==> src/rtl/swcrc_pkg.sv <==
package swcrc_pkg;

    localparam int CRC_W       = 8;
    localparam int BYTE_W      = 8;
    localparam int DATA_BITS   = 56;
    localparam int FRAME_BITS  = DATA_BITS + CRC_W;
    localparam logic [CRC_W-1:0] POLY_REFL = 8'h8C;

    typedef struct packed {
        logic vld;
        logic dat;
    } beat_t;

    typedef enum logic [1:0] {
        PH_DATA  = 2'd0,
        PH_CHECK = 2'd1,
        PH_DONE  = 2'd2
    } phase_e;

    function automatic logic [CRC_W-1:0] crc_next(
        input logic [CRC_W-1:0] cur,
        input logic             d,
        input logic [CRC_W-1:0] poly
    );
        logic fb;
        logic [CRC_W-1:0] sh;
        fb = cur[0] ^ d;
        sh = cur >> 1;
        return fb ? (sh ^ poly) : sh;
    endfunction

endpackage

==> src/rtl/swcrc_sequencer.sv <==
module swcrc_sequencer
    import swcrc_pkg::*;
#(
    parameter int NDATA  = DATA_BITS,
    parameter int NFRAME = FRAME_BITS
) (
    input  logic  clk,
    input  logic  rst,
    input  logic  clr,
    input  beat_t beat,
    output logic  crc_en,
    output logic  cmp_en,
    output logic  last
);
    localparam int CW = $clog2(NFRAME + 1);

    logic [CW-1:0] cnt;
    phase_e        phase;
    logic          accept;

    assign accept = beat.vld && (phase != PH_DONE) && !clr;
    assign crc_en = accept && (phase == PH_DATA);
    assign cmp_en = accept && (phase == PH_CHECK);
    assign last   = cmp_en && (cnt == CW'(NFRAME - 1));

    always_ff @(posedge clk) begin
        if (rst || clr) begin
            cnt   <= '0;
            phase <= PH_DATA;
        end else if (accept) begin
            cnt <= cnt + 1'b1;
            if (crc_en && cnt == CW'(NDATA - 1))
                phase <= PH_CHECK;
            else if (last)
                phase <= PH_DONE;
        end
    end
endmodule

==> config.mk <==
export PLATFORM = sky130hd
export DESIGN_NAME = swcrc_sequencer
export DESIGN_NICKNAME = d
export VERILOG_FILES = /design/src/rtl/swcrc_pkg.sv /design/src/rtl/swcrc_sequencer.sv
export SDC_FILE = /design/constraint.sdc
export NUM_CORES = 1
export LEC_CHECK = 0
export BUFFER_PORTS_ARGS = -buffer_cell sky130_fd_sc_hd__buf_2
export CAP_MARGIN = 0
export CORE_AREA = 2 2 39 41
export DETAILED_ROUTE_END_ITERATION = 12
export DIE_AREA = 0 0 41 43
export HOLD_SLACK_MARGIN = 0.05
export MAX_ROUTING_LAYER = met4
export PLACE_DENSITY = 0.67
export REMOVE_ABC_BUFFERS = 1
export SYNTH_ARGS = -nofsm -noshare
export SYNTH_HDL_FRONTEND = slang
export SYNTH_SLANG_ARGS = --single-unit
==> constraint.sdc <==
create_clock -name clk -period 1.46 [get_ports clk]
set_input_delay 0.292 -clock clk [delete_from_list [all_inputs] [get_ports clk]]
set_output_delay 0.292 -clock clk [all_outputs]
set_load 0.05 [all_outputs]
**After elaboration in Yosys (flattened, before gate mapping)**

Index checks and enable logic that the tools add are counted.
Widths: inputs -> output; s select.

- Register bits after elaboration: 9
- Bits in latches: 0
- Bits in writable memories: 0
- ROM bits: 0
- Input port bits: 5
- Logic and storage cells: 20
- Memories: 0

- $add $sub $neg: 1
- Multiply operators: 0
- Divide/modulo/power cells: 0
- Order comparisons: 0
- Equal/unequal tests: 4
- Shift-type cells: 0
- Multiplexer cells: 2
- Bitwise logic cells: 0
- Reduce and logical (&&, ||, !) cells: 11

Operator list:

| kind | count |
|---|---|
| $eq 7x6->1 const B | 2 |
| $add 7x1->7 const B | 1 |
| $logic_and 1x1->1 | 6 |
| $mux 2 | 2 |
| $eq 2x1->1 const B | 1 |
| $logic_not 2->1 | 1 |
| $ne 2x2->1 const B | 1 |
| $reduce_and 2->1 | 1 |
| $reduce_bool 2->1 | 1 |
| $logic_not 1->1 | 1 |
| $logic_or 1x1->1 | 1 |

**Logic depth before layout (Yosys ltp)**

Gate-level depths: netlist of the first run.

- Depth after elaboration: 7
- Gate-level depth with buffers: 4
- Mapped depth without buffers: 4

**Least setup slack after synthesis of the first run**

Ideal clock, no wire load.

- Path type: in2out
- Start point: input clr
- End point: output crc_en
- Data arrival time: 1.598 ns
- Required time: 1.168 ns
- Setup slack: -0.430 ns
- Stages on the path: 3
- Path through: nand2b_4 -> buf_6 -> nor3_1

- Longest elaborated chain between the ends: 3

RTL lines:

| element | RTL line | source |
|---|---|---|
| start, declared | swcrc_sequencer.sv:9 | `input logic clr,` |
| $logic_not 1->1 | swcrc_sequencer.sv:21 | `assign accept = beat.vld && (phase != PH_DONE) && !clr;` |
| $logic_and 1x1->1 | swcrc_sequencer.sv:21 |  |
| $logic_and 1x1->1 | swcrc_sequencer.sv:22 | `assign crc_en = accept && (phase == PH_DATA);` |
| end, declared | swcrc_sequencer.sv:11 | `output logic crc_en,` |

Every way passes these cells.

**Final worst setup path of the first run**

- Start point: register cnt[1]
- End point: output last

- Longest elaborated chain between the ends: 2

RTL lines:

| element | RTL line | source |
|---|---|---|
| start, declared | swcrc_sequencer.sv:17 | `logic [CW-1:0] cnt;` |
| start signal, assigned | swcrc_sequencer.sv:31 | `cnt <= cnt + 1'b1;` |
| $eq 7x6->1 | swcrc_sequencer.sv:24 | `assign last = cmp_en && (cnt == CW'(NFRAME - 1));` |
| $logic_and 1x1->1 | swcrc_sequencer.sv:24 |  |
| end, declared | swcrc_sequencer.sv:13 | `output logic last` |

Every way passes these cells.

==> results of run 1 <==
final cells by class:
cell class	instances	share of cell area (%)
sequential	9	26.55
timing repair buffer	15	16.55
tap	16	2.909
multi-input combinational	42	49.64
inverter	1	0.5455
clock buffer	4	3.818
per-stage QoR:
stage / std cells / instance area (sq um) / total power, mW
2_1_floorplan: 52 / 500.5 / 0.2767
3_3_place_gp: 83 / 618.1 / 0.2971
3_5_place_dp: 83 / 618.1 / 0.2975
4_1_cts: 87 / 669.4 / 0.4992
5_1_grt: 87 / 688.2 / 0.5185
6_report: 87 / 688.2 / 0.4962
per-layer routing:
| metal | GRT usage [%] | wire length, um | up-vias |
|---|---|---|---|
| met2 | 24.06 | 511 | 10 |
| met1 | 15.58 | 465 | 219 |
| li1 | - | - | 242 |
| met5 | - | 0 | - |
| met4 | 12.00 | 39 | 0 |
| met3 | 4.712 | 39 | 5 |
critical path: cells and delay by family, from the launching register on:
family                     cells  cell delay [ns]
DFF                            1             0.35
and+or+nand+nor                2             0.41
buffers and inverters          1             0.14
adders and majority gates      1             0.13
worst max-delay path by stage:
stage / startpoint / endpoint / slack (ns) / cells past startpoint
after floorplan: clr / crc_en / -0.35 / 2
after global placement: clr / last / 0.01 / 4
after detailed placement: clr / cnt[3] / 0.003 / 5
after CTS: cnt[1] / last / -0.16 / 4
after global routing: cnt[1] / last / -0.18 / 4
final: cnt[1] / last / -0.14 / 4
logic make-up after synthesis:
group / count (synthesis) / share of synthesized area [%]
adders and majority gates: 1 / 2.392
AOI/OAI and AO/OA: 10 / 11.24
muxes: 3 / 5.742
DFF: 9 / 34.45
and+or+nand+nor: 28 / 41.15
buffers and inverters: 3 / 5.023
flip-flops by register name (all words and copies together), names as in the netlist:
register,flops
cnt,7
phase,2
synth_stat cells:
library cell  number  area, sq um
dfxtp_1            9        180.2
a21oi_1            4        20.02
nand2_1            4        15.01
mux2i_1            3        30.03
or3_2              3        22.52
and4_1             2        17.52
buf_6              2        22.52
nand3_1            2        10.01
nor3_1             2        10.01
nor4_2             2        25.02
o21ai_0            2        10.01
o31ai_1            2        15.01
or4_1              2        15.01
a31oi_1            1        6.260
and3_1             1        6.260
and4bb_2           1        12.51
ha_1               1        12.51
inv_1              1        3.750
nand2b_4           1        13.76
nor2_1             1        3.750
nor2b_1            1        6.260
nor2b_4            1        13.76
nor3b_1            1        7.510
nor4b_2            1        15.01
o21a_1             1        7.510
or2_2              1        6.260
or3_1              1        6.260
or3b_1             1        8.760
placed cells by master (no fill, tap or decap), drive strengths merged, types with 3 or more instances in the layout:
master / count
a21oi: 4
buf: 15
clkbuf: 4
dfxtp: 9
mux2i: 3
nand2: 4
or3: 4
what timing repair did:
action	in CTS	in global routing
setup endpoints to repair	2	2
buffers inserted	0	0
hold endpoints to repair	0	0
resized for setup	9	3
pin swaps	2	0
power breakdown:
group          internal (mW)  switching [mW]  leakage (nW)  total, mW
clock                  0.106          0.0953        0.0150      0.201
sequential             0.247         0.00108        0.0735      0.248
combinational         0.0222          0.0252         0.158     0.0474
==> results.cfg, run 1 <==
[place]
hpwl_um = 814.3
portBuffers = 6
gp_congestion = 0.7412
place_ws_ns = 0.002931

[timing]
holdWs_ns = 0.3265
slew_headroom_pct = 80.60
setup_viol = 1
period_share_pct = 109.5
fin_crit_ns = 1.598
rsz0062_at_grt = true
tns_ns = -0.1384
max_freq_mhz = 625.6
worst_pin_slew_ns = 0.2886
drv_slew = 0
skew_ns = 0.004106
finalHoldViolations = 0
fin_ws_ns = -0.1384

[worst_setup_path]
cp.arrival_ns = 1.31
critPathSlowestCell = dfxtp_2
reg2regPathDepth = 4
worstReg2RegEnd = cnt[3]
r2r-start = phase[1]
path_cells = ha_4, and3_4, and4_4, buf_8
cp-start-kind = register
critPathMaxStageDelay_ns = 0.35
crit_type = register to primary output
cp-end-kind = primary output
cp_max_fo = 2
worst-endpoint-required_ns = 1.17
ff2ff_setup_slack_ns = 0.17

[power_and_ir_drop]
leakage_nw = 0.2467
vdd_drop_max_v = 0.0003605
power_density_mw_per_mm2 = 721.1

[clocking]
clk_pin_slew_ns = 0.06
clock_sinks = 9
htreeDepth = 1
tritoncts = built
clk_latency_ns = 0.27
cts_hold_buf = 0
ctsLongestPathBuffers = 2
root_buffer = clkbuf_4
numCtsBuffers = 3

[worst_hold_path]
hold_path.class = input pin to register
hp-start = rst
min_to = cnt[6]
holdPathStages = 3

[floorplan]
start_util_pct = 37.79
core_sq_mm = 0.001384
die_w_um = 41
row_count = 14
io_pins = 8
fp.dieH_um = 43
die_area_sq_mm = 0.001763

[routing]
routed_wl_um = 1056
ant_nets = 0
viasPerCell = 5.471
avgRoutedWirePerCell_um = 12.14
drtIter0Drc = 4
dr.pass1.iters = 2
via_count = 476
drc = 0

[layout]
area_growth_pct = 31.58
regArea_sq_um = 182.7
multiInputGateArea_sq_um = 341.6
fillers = 134
antenna-diode-count = 0
nets = 78
fin_util_pct = 49.73
drive_above_1_share_pct = 47.89

[synth]
synth.avg_cell_area_sq_um = 9.685
netlist_instances = 54
ys_ff_latch = 9
yosysWarnings = 0
synth_cell_types = 28
ys_seq_area_share_pct = 34.45
syn_area_sq_um = 523.0

[global_route]
grt_use_total_pct = 15.69
antenna_found_initial = 0
grt_pass1_wl_um = 1745
grt_overflow = 0
grt_pass1_vias = 456
grt_max_degree = 13

[status]
violations = negative setup slack
status = finished, violations left

[flow_run]
cap_violations = 0
(Power assumes the default switching activity.)
==> inputs of run 2 (changes only) <==
GPL_TIMING_DRIVEN = 0   (was default)
==> results.cfg, run 2 (same netlist as run 1, synthesis figures left out) <==
[worst_setup_path]
cp-start-kind = register
worst-endpoint-required_ns = 1.17
cp.arrival_ns = 1.32
crit_type = register to primary output
cp_max_fo = 2
cp-end-kind = primary output

[timing]
skew_ns = 0.001686
drv_slew = 0
fin_crit_ns = 1.613
period_share_pct = 110.5
worst_pin_slew_ns = 0.2728
setup_viol = 1
max_freq_mhz = 620.1
finalHoldViolations = 0
holdWs_ns = 0.3306
fin_ws_ns = -0.1528
tns_ns = -0.1528
slew_headroom_pct = 81.66
rsz0062_at_grt = true

[power_and_ir_drop]
vdd_drop_max_v = 0.0004054
power_density_mw_per_mm2 = 755.0
leakage_nw = 0.2224

[layout]
reg_top3 = cnt: 7 flops, phase: 2 flops
largest_register = cnt
area_growth_pct = 25.12
final_common_cell = buf_4
fin_util_pct = 47.29
nets = 74
final_cells = 83
largest_register_ffs = 7
final_cell_mix = 6 x buf_4, 5 x dfxtp_1
antenna-diode-count = 0
final_cell_area_sq_um = 654.4
drive_above_1_share_pct = 47.76

[global_route]
grt_use_total_pct = 16.08
grt_pass1_wl_um = 1766
grt_pass1_vias = 412
antenna_found_initial = 0
grt_max_degree = 13
grt_overflow = 0

[floorplan]
io_pins = 8
start_util_pct = 37.79
die_area_sq_mm = 0.001763
core_sq_mm = 0.001384
fp.dieH_um = 43
die_w_um = 41
row_count = 14

[routing]
drtIter0Drc = 13
routed_wl_um = 1157
via_count = 470
viasPerCell = 5.663
drc = 0
dr.pass1.iters = 4
avgRoutedWirePerCell_um = 13.94
ant_nets = 0

[clocking]
tritoncts = built
clk_latency_ns = 0.27
ctsLongestPathBuffers = 2
clk_pin_slew_ns = 0.07
htreeDepth = 1
numCtsBuffers = 3
clock_sinks = 9
root_buffer = clkbuf_4
cts_hold_buf = 0

[place]
dp.cells = 74
dpl-instance-area_sq_um = 550.5
portBuffers = 6
hpwl_um = 704.2
gp_congestion = 0.7790

[status]
violations = negative setup slack
status = finished, violations left

[flow_run]
cap_violations = 0

[worst_hold_path]
hold_path.class = input pin to register
run 2: cell count changes in the layout (fill, tap and decap cells not counted):
cell,previous run,this run
nor2b_2,0,1
nor3_1,1,2
nor2b_1,1,0
dfxtp_1,7,5
dfxtp_2,2,4
nor3_2,1,0
buf_4,9,6
buf_6,1,0
run 2: final timing paths:
path | startpoint | end | slack (ns) | depth (start not counted)
worst max-delay path | cnt[0] | last | -0.15 | 4
worst min-delay path | rst | cnt[6] | 0.33 | 3
worst max register to register | cnt[0] | cnt[2] | 0.09 | 5
worst min register to register | cnt[6] | cnt[6] | 0.49 | 2
run 2: area by class of cell:
type                            count  area [sq um]
Inverter                            1         3.754
Timing Repair Buffer               11         80.08
Sequential cell                     9         185.2
Clock buffer                        4         26.28
Multi-Input combinational cell     42         339.1
Tap cell                           16         20.02
Fill cell                         151         729.5
run 2: worst max-delay path, stage by stage (launching register included):
cell	delay (ns)
dfxtp_2	0.36
ha_4	0.14
and3_4	0.19
and4_4	0.23
buf_8	0.14
run 2: per-layer routing:
layer  up-vias  global-route usage, %  part of all wire, %  wire, um
met1       221                  16.18                   43       498
met4         0                  12.00                  2.7        31
met3         4                  4.712                  4.2        49
met5         -                      -                    0         0
li1        231                      -                    -         -
met2        14                  24.69                   50       577
run 2: timing repair:
| action | in CTS | in global routing |
|---|---|---|
| gates cloned | 0 | 0 |
| gates resized for setup | 11 | 2 |
| pin swaps | 2 | 1 |
| buffers inserted | 3 | 2 |
| endpoints found under the setup margin | 2 | 3 |
run 2: report_power, final:
group          switching, mW  total [mW]  internal [mW]
Clock                  0.101       0.207          0.106
Combinational         0.0237      0.0391         0.0153
Sequential           0.00120       0.248          0.247
Total                  0.126       0.494          0.368
run 2: through the flow:
stage	total power, mW	worst slack (ns)
2_1_floorplan	0.2767	-0.3540
3_3_place_gp	0.2891	-0.07234
3_5_place_dp	0.2896	-0.09256
4_1_cts	0.4889	-0.1436
5_1_grt	0.5137	-0.1980
6_report	0.4940	-0.1528
